--- src/rtl/tamper_pkg.sv ---
package tamper_pkg;
    localparam int REG_W        = 32;
    localparam int NUM_INT      = 10;
    localparam int DRS_BIT      = 0;
    localparam int WIPE_BIT     = 1;
    localparam int EXT_SUM_BIT  = 7;
    localparam int DIAG_BOR_BIT = 0;
    localparam int DIAG_KEY_BIT = 8;

    // internal sources 0..4 sit at bits 2..6, sources 5..9 at bits 8..12
    function automatic int int_bit_pos(input int k);
        return (k < 5) ? k + 2 : k + 3;
    endfunction
endpackage

--- src/rtl/tl_flag_bank.sv ---
module tl_flag_bank #(
    parameter int NI = 10,
    parameter int NE = 6
) (
    input  logic          clk,
    input  logic          rst,
    input  logic [NI-1:0] int_evt_i,
    input  logic [NI-1:0] int_en_i,
    input  logic [NI-1:0] clr_int_i,
    input  logic [NE-1:0] ext_det_i,
    input  logic [NE-1:0] ext_en_i,
    input  logic [NE-1:0] clr_ext_i,
    output logic [NI-1:0] int_flags_o,
    output logic [NE-1:0] ext_flags_o
);
    typedef struct packed {
        logic [NI-1:0] intf;
        logic [NE-1:0] extf;
    } flag_t;

    flag_t s_d, s_q;

    // set has priority over a clear in the same cycle
    always_comb begin
        s_d.intf = (s_q.intf & ~clr_int_i) | (int_evt_i & int_en_i);
        s_d.extf = (s_q.extf & ~clr_ext_i) | (ext_det_i & ext_en_i);
    end

    always_ff @(posedge clk or posedge rst) begin
        if (rst) s_q <= '0;
        else     s_q <= s_d;
    end

    assign int_flags_o = s_q.intf;
    assign ext_flags_o = s_q.extf;
endmodule

--- src/rtl/tl_action_seq.sv ---
module tl_action_seq #(
    parameter int WIPE_CYCLES = 4,
    parameter int TS_W        = 32
) (
    input  logic            clk,
    input  logic            rst,
    input  logic            start_drs_i,
    input  logic            start_wipe_i,
    input  logic [TS_W-1:0] rtc_i,
    output logic            drs_pend_o,
    output logic            drs_req_o,
    output logic            wipe_req_o,
    output logic [TS_W-1:0] log_o
);
    localparam int CNT_W = $clog2(WIPE_CYCLES + 1);

    typedef struct packed {
        logic             pend;
        logic [CNT_W-1:0] cnt;
        logic             req;
        logic [TS_W-1:0]  stamp;
    } seq_t;

    seq_t s_d, s_q;
    logic wipe_idle, wipe_go, fire;

    always_comb begin
        wipe_idle = (s_q.cnt == '0);
        wipe_go   = start_wipe_i && wipe_idle;
        // a reset waits for any erase that is running or starting
        fire      = s_q.pend && wipe_idle && !start_wipe_i;

        s_d       = s_q;
        s_d.req   = fire;
        s_d.pend  = start_drs_i | (s_q.pend & ~fire);
        if (wipe_go)
            s_d.cnt = CNT_W'(WIPE_CYCLES);
        else if (!wipe_idle)
            s_d.cnt = s_q.cnt - 1'b1;
        if (fire)
            s_d.stamp = rtc_i;
    end

    always_ff @(posedge clk or posedge rst) begin
        if (rst) s_q <= '0;
        else     s_q <= s_d;
    end

    assign drs_pend_o = s_q.pend;
    assign drs_req_o  = s_q.req;
    assign wipe_req_o = (s_q.cnt != '0);
    assign log_o      = s_q.stamp;
endmodule

--- src/rtl/tamper_logger.sv ---
module tamper_logger
    import tamper_pkg::*;
#(
    parameter int NUM_EXT     = 6,
    parameter int EXT_LSB     = 16,
    parameter int WIPE_CYCLES = 4
) (
    input  logic               clk,
    input  logic               bat_rst,
    input  logic [NUM_INT-1:0] int_evt_i,
    input  logic [NUM_EXT-1:0] ext_det_i,
    input  logic [NUM_EXT-1:0] ext_en_i,
    input  logic [REG_W-1:0]   rtc_sec_i,
    input  logic               key_xfer_i,
    input  logic               alm_we,
    input  logic [REG_W-1:0]   alm_wdata,
    input  logic               diag_we,
    input  logic [REG_W-1:0]   diag_wdata,
    input  logic               cfg_we,
    input  logic [NUM_INT-1:0] cfg_en_i,
    input  logic               cfg_lotemp_i,
    input  logic               cfg_lock_i,
    output logic [REG_W-1:0]   alarm_o,
    output logic [REG_W-1:0]   diag_o,
    output logic [REG_W-1:0]   log_o,
    output logic               drs_req_o,
    output logic               wipe_req_o,
    output logic [NUM_INT-1:0] int_en_o,
    output logic               lotemp_sel_o,
    output logic               int_lock_o
);
    typedef struct packed {
        logic [NUM_INT-1:0] en;
        logic               lotemp;
        logic               lock;
        logic               seen;
        logic               bor;
        logic               key;
    } ctl_t;

    ctl_t c_d, c_q;

    logic [NUM_INT-1:0] clr_int, int_flags;
    logic [NUM_EXT-1:0] clr_ext, ext_flags;
    logic               drs_pend, start_drs, start_wipe;
    logic               unused_bits;

    genvar k;
    generate
        for (k = 0; k < NUM_INT; k++) begin : g_clr
            assign clr_int[k] = alm_we & alm_wdata[int_bit_pos(k)];
        end
    endgenerate

    assign clr_ext     = {NUM_EXT{alm_we}} & alm_wdata[EXT_LSB +: NUM_EXT];
    assign start_drs   = alm_we & alm_wdata[DRS_BIT];
    assign start_wipe  = alm_we & alm_wdata[WIPE_BIT];
    assign unused_bits = ^alm_wdata ^ ^diag_wdata;

    tl_flag_bank #(.NI(NUM_INT), .NE(NUM_EXT)) u_flags (
        .clk        (clk),
        .rst        (bat_rst),
        .int_evt_i  (int_evt_i),
        .int_en_i   (c_q.en),
        .clr_int_i  (clr_int),
        .ext_det_i  (ext_det_i),
        .ext_en_i   (ext_en_i),
        .clr_ext_i  (clr_ext),
        .int_flags_o(int_flags),
        .ext_flags_o(ext_flags)
    );

    tl_action_seq #(.WIPE_CYCLES(WIPE_CYCLES), .TS_W(REG_W)) u_seq (
        .clk         (clk),
        .rst         (bat_rst),
        .start_drs_i (start_drs),
        .start_wipe_i(start_wipe),
        .rtc_i       (rtc_sec_i),
        .drs_pend_o  (drs_pend),
        .drs_req_o   (drs_req_o),
        .wipe_req_o  (wipe_req_o),
        .log_o       (log_o)
    );

    always_comb begin
        c_d      = c_q;
        c_d.seen = 1'b1;
        if (cfg_we && !c_q.lock) begin
            c_d.en     = cfg_en_i;
            c_d.lotemp = cfg_lotemp_i;
            c_d.lock   = cfg_lock_i;
        end
        if (!c_q.seen)
            c_d.bor = 1'b1;
        else if (diag_we && diag_wdata[DIAG_BOR_BIT])
            c_d.bor = 1'b0;
        c_d.key = c_q.key | key_xfer_i;
    end

    always_ff @(posedge clk or posedge bat_rst) begin
        if (bat_rst) c_q <= '0;
        else         c_q <= c_d;
    end

    always_comb begin
        alarm_o = '0;
        for (int i = 0; i < NUM_INT; i++)
            alarm_o[int_bit_pos(i)] = int_flags[i];
        alarm_o[EXT_LSB +: NUM_EXT] = ext_flags;
        alarm_o[EXT_SUM_BIT]        = |ext_flags;
        alarm_o[DRS_BIT]            = drs_pend;
        alarm_o[WIPE_BIT]           = wipe_req_o;

        diag_o               = '0;
        diag_o[DIAG_BOR_BIT] = c_q.bor;
        diag_o[DIAG_KEY_BIT] = c_q.key;
    end

    assign int_en_o     = c_q.en;
    assign lotemp_sel_o = c_q.lotemp;
    assign int_lock_o   = c_q.lock;
endmodule

--- config.mk ---
export PLATFORM = sky130hd
export DESIGN_NAME = tamper_logger
export DESIGN_NICKNAME = d
export VERILOG_FILES = /design/src/rtl/tamper_pkg.sv /design/src/rtl/tl_flag_bank.sv /design/src/rtl/tl_action_seq.sv /design/src/rtl/tamper_logger.sv
export SDC_FILE = /design/constraint.sdc
export NUM_CORES = 1
export LEC_CHECK = 0
export ABC_CLOCK_PERIOD_IN_PS = 3000
export BUFFER_PORTS_ARGS = -buffer_cell sky130_fd_sc_hd__buf_2
export CAP_MARGIN = 20
export CORE_ASPECT_RATIO = 1.1
export CORE_MARGIN = 8
export CORE_UTILIZATION = 44
export CTS_BUF_LIST = sky130_fd_sc_hd__clkbuf_4 sky130_fd_sc_hd__clkbuf_8 sky130_fd_sc_hd__clkbuf_16
export DETAILED_ROUTE_END_ITERATION = 12
export PLACE_DENSITY_LB_ADDON = 0.15
export SLEW_MARGIN = 30
export SYNTH_ARGS = -nofsm -noshare
export SYNTH_HDL_FRONTEND = slang
export SYNTH_SLANG_ARGS = --single-unit
--- constraint.sdc ---
create_clock -name clk -period 3 [get_ports clk]
set_input_delay 0.3 -clock clk [delete_from_list [all_inputs] [get_ports clk]]
set_output_delay 0.3 -clock clk [all_outputs]
set_load 0.01 [all_outputs]
Yosys cells after proc, flatten, opt, wreduce, memory -nomap -nowiden

Index checks and enable logic that the tools add are counted.

Bits in registers: 68
Input bits: 136

Add/sub/neg operators: 1
Equality and inequality tests: 2
Multiplexer cells: 4
Bitwise gates (word level): 25
Reduce and logical (&&, ||, !) cells: 10

Operators by type and width:

| kind                                              | count |
|---|---|
| AND 10 bit                                        | 2 |
| AND 6 bit                                         | 3 |
| AND 1 bit                                         | 13 |
| inverter 10 bit                                   | 1 |
| OR 10 bit                                         | 1 |
| 2-to-1 mux 3 bit                                  | 2 |
| inverter 6 bit                                    | 1 |
| OR 6 bit                                          | 1 |
| OR reduction 6 bit                                | 1 |
| logical AND 1 bit                                 | 5 |
| logical NOT 3 bit                                 | 1 |
| nonzero test 3 bit                                | 1 |
| subtractor 3 x 1 -> 3 bit (second input constant) | 1 |
| logical NOT 1 bit                                 | 2 |
| 2-to-1 mux 1 bit                                  | 2 |
| != test 2 x 1 -> 1 bit (second input constant)    | 1 |
| != test 2 bit (second input constant)             | 1 |
| OR 1 bit                                          | 2 |
| inverter 1 bit                                    | 1 |

Depth between registers and ports, before layout

Depth after elaboration: 6
Mapped depth: 6
Mapped depth without buffers: 6

Hierarchy

A second synthesis with hierarchy kept.

Cell total of the unflattened synthesis: 299
Area total of the unflattened synthesis: 3658.5 um^2

By module, submodules not included:

| module        | times used | cells each | area an instance (um^2) |
|---|---|---|---|
| tl_action_seq | 1          | 120        | 1825.5 |
| tamper_logger | 1          | 114        | 1168.6 |
| tl_flag_bank  | 1          | 65         | 664.4 |

Least setup slack after synthesis

OpenSTA, ideal clock, no wires.

Path type: register -> register
Start point: reg u_seq.s_q[33] (netlist bit)
End point: reg u_seq.s_q, in the netlist u_seq.log_o[10]
Data arrival time: 1357 ps
Required time: 2875 ps
Setup slack: 1518 ps
Stages on the path, launching flop included: 7
Path buffers: 1
Cell sequence: dfrtp_1 > inv_1 > ha_1 > nor2b_4 > nand3_4 > buf_6 > mux2_4

Longest elaborated chain between the ends: 3

Ends and longest elaborated chain:

| element                        | line                | RTL |
|---|---|---|
| from (decl)                    | tl_action_seq.sv:24 | `seq_t s_d, s_q;` |
| from (signal assigned)         | tl_action_seq.sv:45 | `if (rst) s_q <= '0;` |
| from (signal assigned)         | tl_action_seq.sv:46 | `else s_q <= s_d;` |
| logical NOT 3 bit              | tl_action_seq.sv:28 | `wipe_idle = (s_q.cnt == '0);` |
| logical AND 1 bit (2 in a row) | tl_action_seq.sv:31 | `fire = s_q.pend && wipe_idle && !start_wipe_i;` |

No other way between the ends.
A chain may end at the register's enable or synchronous reset.

Worst setup path after layout

Start point: reg u_seq.s_q[33] (netlist bit)
End point: reg u_seq.s_q, in the netlist u_seq.log_o[26]

The elaborated chain is that of the path after synthesis.

==> impl_metrics.json <==
{
  "outcome": "complete, no violations",
  "grt_max_degree": 34,
  "avgViaCountPerCell": 4.21,
  "critPathMaxFanout": 33,
  "io_pins": 246,
  "crit_chain": "inv_1 > ha_1 > nor2b_4 > nand3_4 > mux2_4",
  "setup_tns_ns": 0,
  "post_drt_wl_per_cell_um": 15.3,
  "cts.repair.resized": 0,
  "drv_cap": 0,
  "antenna_found_initial": 1,
  "grt_pass1_wl_um": 12100,
  "port_buffers": 157,
  "synth-edff-count": 0,
  "end_kind": "flip-flop",
  "num_antenna_cells": 0,
  "cts_setup_buffers": 0,
  "drcViolationCount": 0,
  "slew_headroom_pct": 56.7,
  "cts_root_buf": "clkbuf_8",
  "fp.dieArea_mm2": 0.0108,
  "syn_area_mm2": 0.00340,
  "die_h_um": 108,
  "core_mm2": 0.00747,
  "finClkSkew_ns": 0.00902,
  "tritoncts": "built",
  "yosysWarnings": 0,
  "hold_path_class": "input pin to flip-flop",
  "syn_area_per_cell_um2": 12.6,
  "preCtsSetupSlack_ns": 1.00,
  "cp-start-kind": "flip-flop",
  "drv_slew": 0,
  "gp_congestion": 0.696,
  "die-width_um": 99.8,
  "cpMaxStageDelayCell": "nand3_4",
  "path_class": "flip-flop to flip-flop",
  "leakage_nw": 2.22,
  "grt_use_total_pct": 14.1,
  "holdBufCountCts": 1,
  "numCtsBuffers": 9,
  "fin_ws_ns": 1.03,
  "worstPathRequired_ns": 3.20,
  "clock_sinks": 68,
  "globalRouteOverflowTotal": 0,
  "p_per_area_mw_per_mm2": 920,
  "fin_crit_sh_pct": 65.7,
  "setup_viol": 0,
  "synthFlopType": "dfrtp_1",
  "hold_viol_final": 0,
  "fmax_mhz": 507,
  "yosysSeqAreaShare_pct": 50.1,
  "whs_ns": 0.164,
  "synth-seq-cells": 68,
  "cts_max_path_buffers": 2,
  "start_util_pct": 45.5,
  "grt_pass1_vias": 2362,
  "yosysUniqueCellTypes": 23,
  "vdd_drop_max_v": 0.000359,
  "period_minus_slack_ns": 1.97,
  "drt-initial-drc-count": 37,
  "ant_nets": 0,
  "clk_latency_ns": 0.32,
  "nNetsFinal": 526,
  "syn_to_final_growth_pct": 19.0,
  "async_reset_ff_share_pct": 100,
  "cp_slowest_stage_delay_ns": 0.50,
  "firstDrtPassIters": 4,
  "hpwl_um": 6010,
  "clkTransAtPathRegs_ns": 0.07,
  "fillers": 699,
  "vias": 2099,
  "rows": 33,
  "rsz0062_at_grt": "no",
  "drive_above_1_share_pct": 57.0,
  "cts.htree.levels": 3,
  "arrival_ns": 2.17,
  "routed_wl_um": 7620,
  "syn_inst": 269,
  "tightest_slew_ns": 0.650
}
-- worst paths after layout --
kind	endpoint	slack, ns	start	cells after the start
max reg2reg	u_seq.log_o[26]	1.03	u_seq.s_q[33]	5
min	diag_o[8]	0.16	key_xfer_i	2
max	u_seq.log_o[26]	1.03	u_seq.s_q[33]	5
min in group asynchronous	u_flags.int_flags_o[6]	0.49	bat_rst	3
min reg2reg	diag_o[0]	0.40	c_q[2]	1
max in group asynchronous	u_flags.int_flags_o[7]	1.81	bat_rst	4
-- report_power, final --
group	leakage (nW)	total [mW]	switching, mW	internal (mW)
combinational	1.30	1.35	0.599	0.751
clock	0.130	0.935	0.329	0.606
sequential	0.792	1.44	0.186	1.25
-- placed cells by master, fill, tap and decap left out, drive strengths merged, types with 2 or more instances in the layout --
cell type  instances
a21o               2
a22o              17
clkbuf            12
bufinv             3
nor2               3
ha                 2
conb              44
buf              160
mux2              43
inv                6
dfrtp             68
nand2             23
nor2b              2
-- critical path, delay by kind of cell (launching register included) --
kind,cells,cell delay [ns]
mux,1,0.50
flops,1,0.40
simple gates,2,0.69
fa+ha+maj,1,0.16
buf+inv,1,0.08
-- routing by layer --
layer,routed length (um),global-route usage [%],vias up
met4,53,5.19,2
li1,-,-,997
met1,3150,17.1,984
met5,16,0,-
met3,944,7.46,6
met2,3460,20.9,110
-- state kept, by name (all words and copies together) (netlist names) --
register and count:
int_en_o 10, lotemp_sel_o 1, int_lock_o 1, diag_o 2
u_seq.drs_req_o 1, u_flags.ext_flags_o 6, u_seq.drs_pend_o 1, c_q 1
u_seq.s_q 3, u_seq.log_o 32, u_flags.int_flags_o 10
-- logic make-up (layout without fill, tap and decap cells) --
group	Yosys count	in the layout	share of synthesized area, %
other cells	2	44	0.221
simple gates	31	31	4.42
buf+inv	101	183	21.7
fa+ha+maj	2	2	0.736
mux	43	43	17.4
flops	68	68	50.1
compound gates	22	22	5.41
-- cells in the mapped netlist (all sizes together) (2+ instances only) --
cell,instances,area [um2]
buf,95,716
dfrtp,68,1700
mux2,43,593
nand2,23,88.8
a22o,17,149
inv,6,22.5
nor2,3,11.3
a21o,2,15.0
conb,2,7.51
ha,2,25.0
nor2b,2,20.0
-- final cells by class --
class	count	area [um2]	share of cell area (%)
clock buffers	12	159	3.93
clock inverters	4	95.1	2.35
inverters	6	22.5	0.557
multi-input cells	142	1120	27.6
flip-flops and latches	68	1700	42.1
well taps	105	131	3.25
repair buffers	161	818	20.2
-- through the flow --
step                      util (%)  cells  power, mW  area, um2
after floorplan                  -    311       2.72       3560
after global placement        50.6    481       2.80       3780
after detailed placement      50.6    481       2.82       3780
after CTS                     54.1    498       3.78       4050
after global routing          54.1    498       3.96       4050
final                         54.1    498       3.72       4050
No activity file was read; power rests on OpenSTA's default activity.
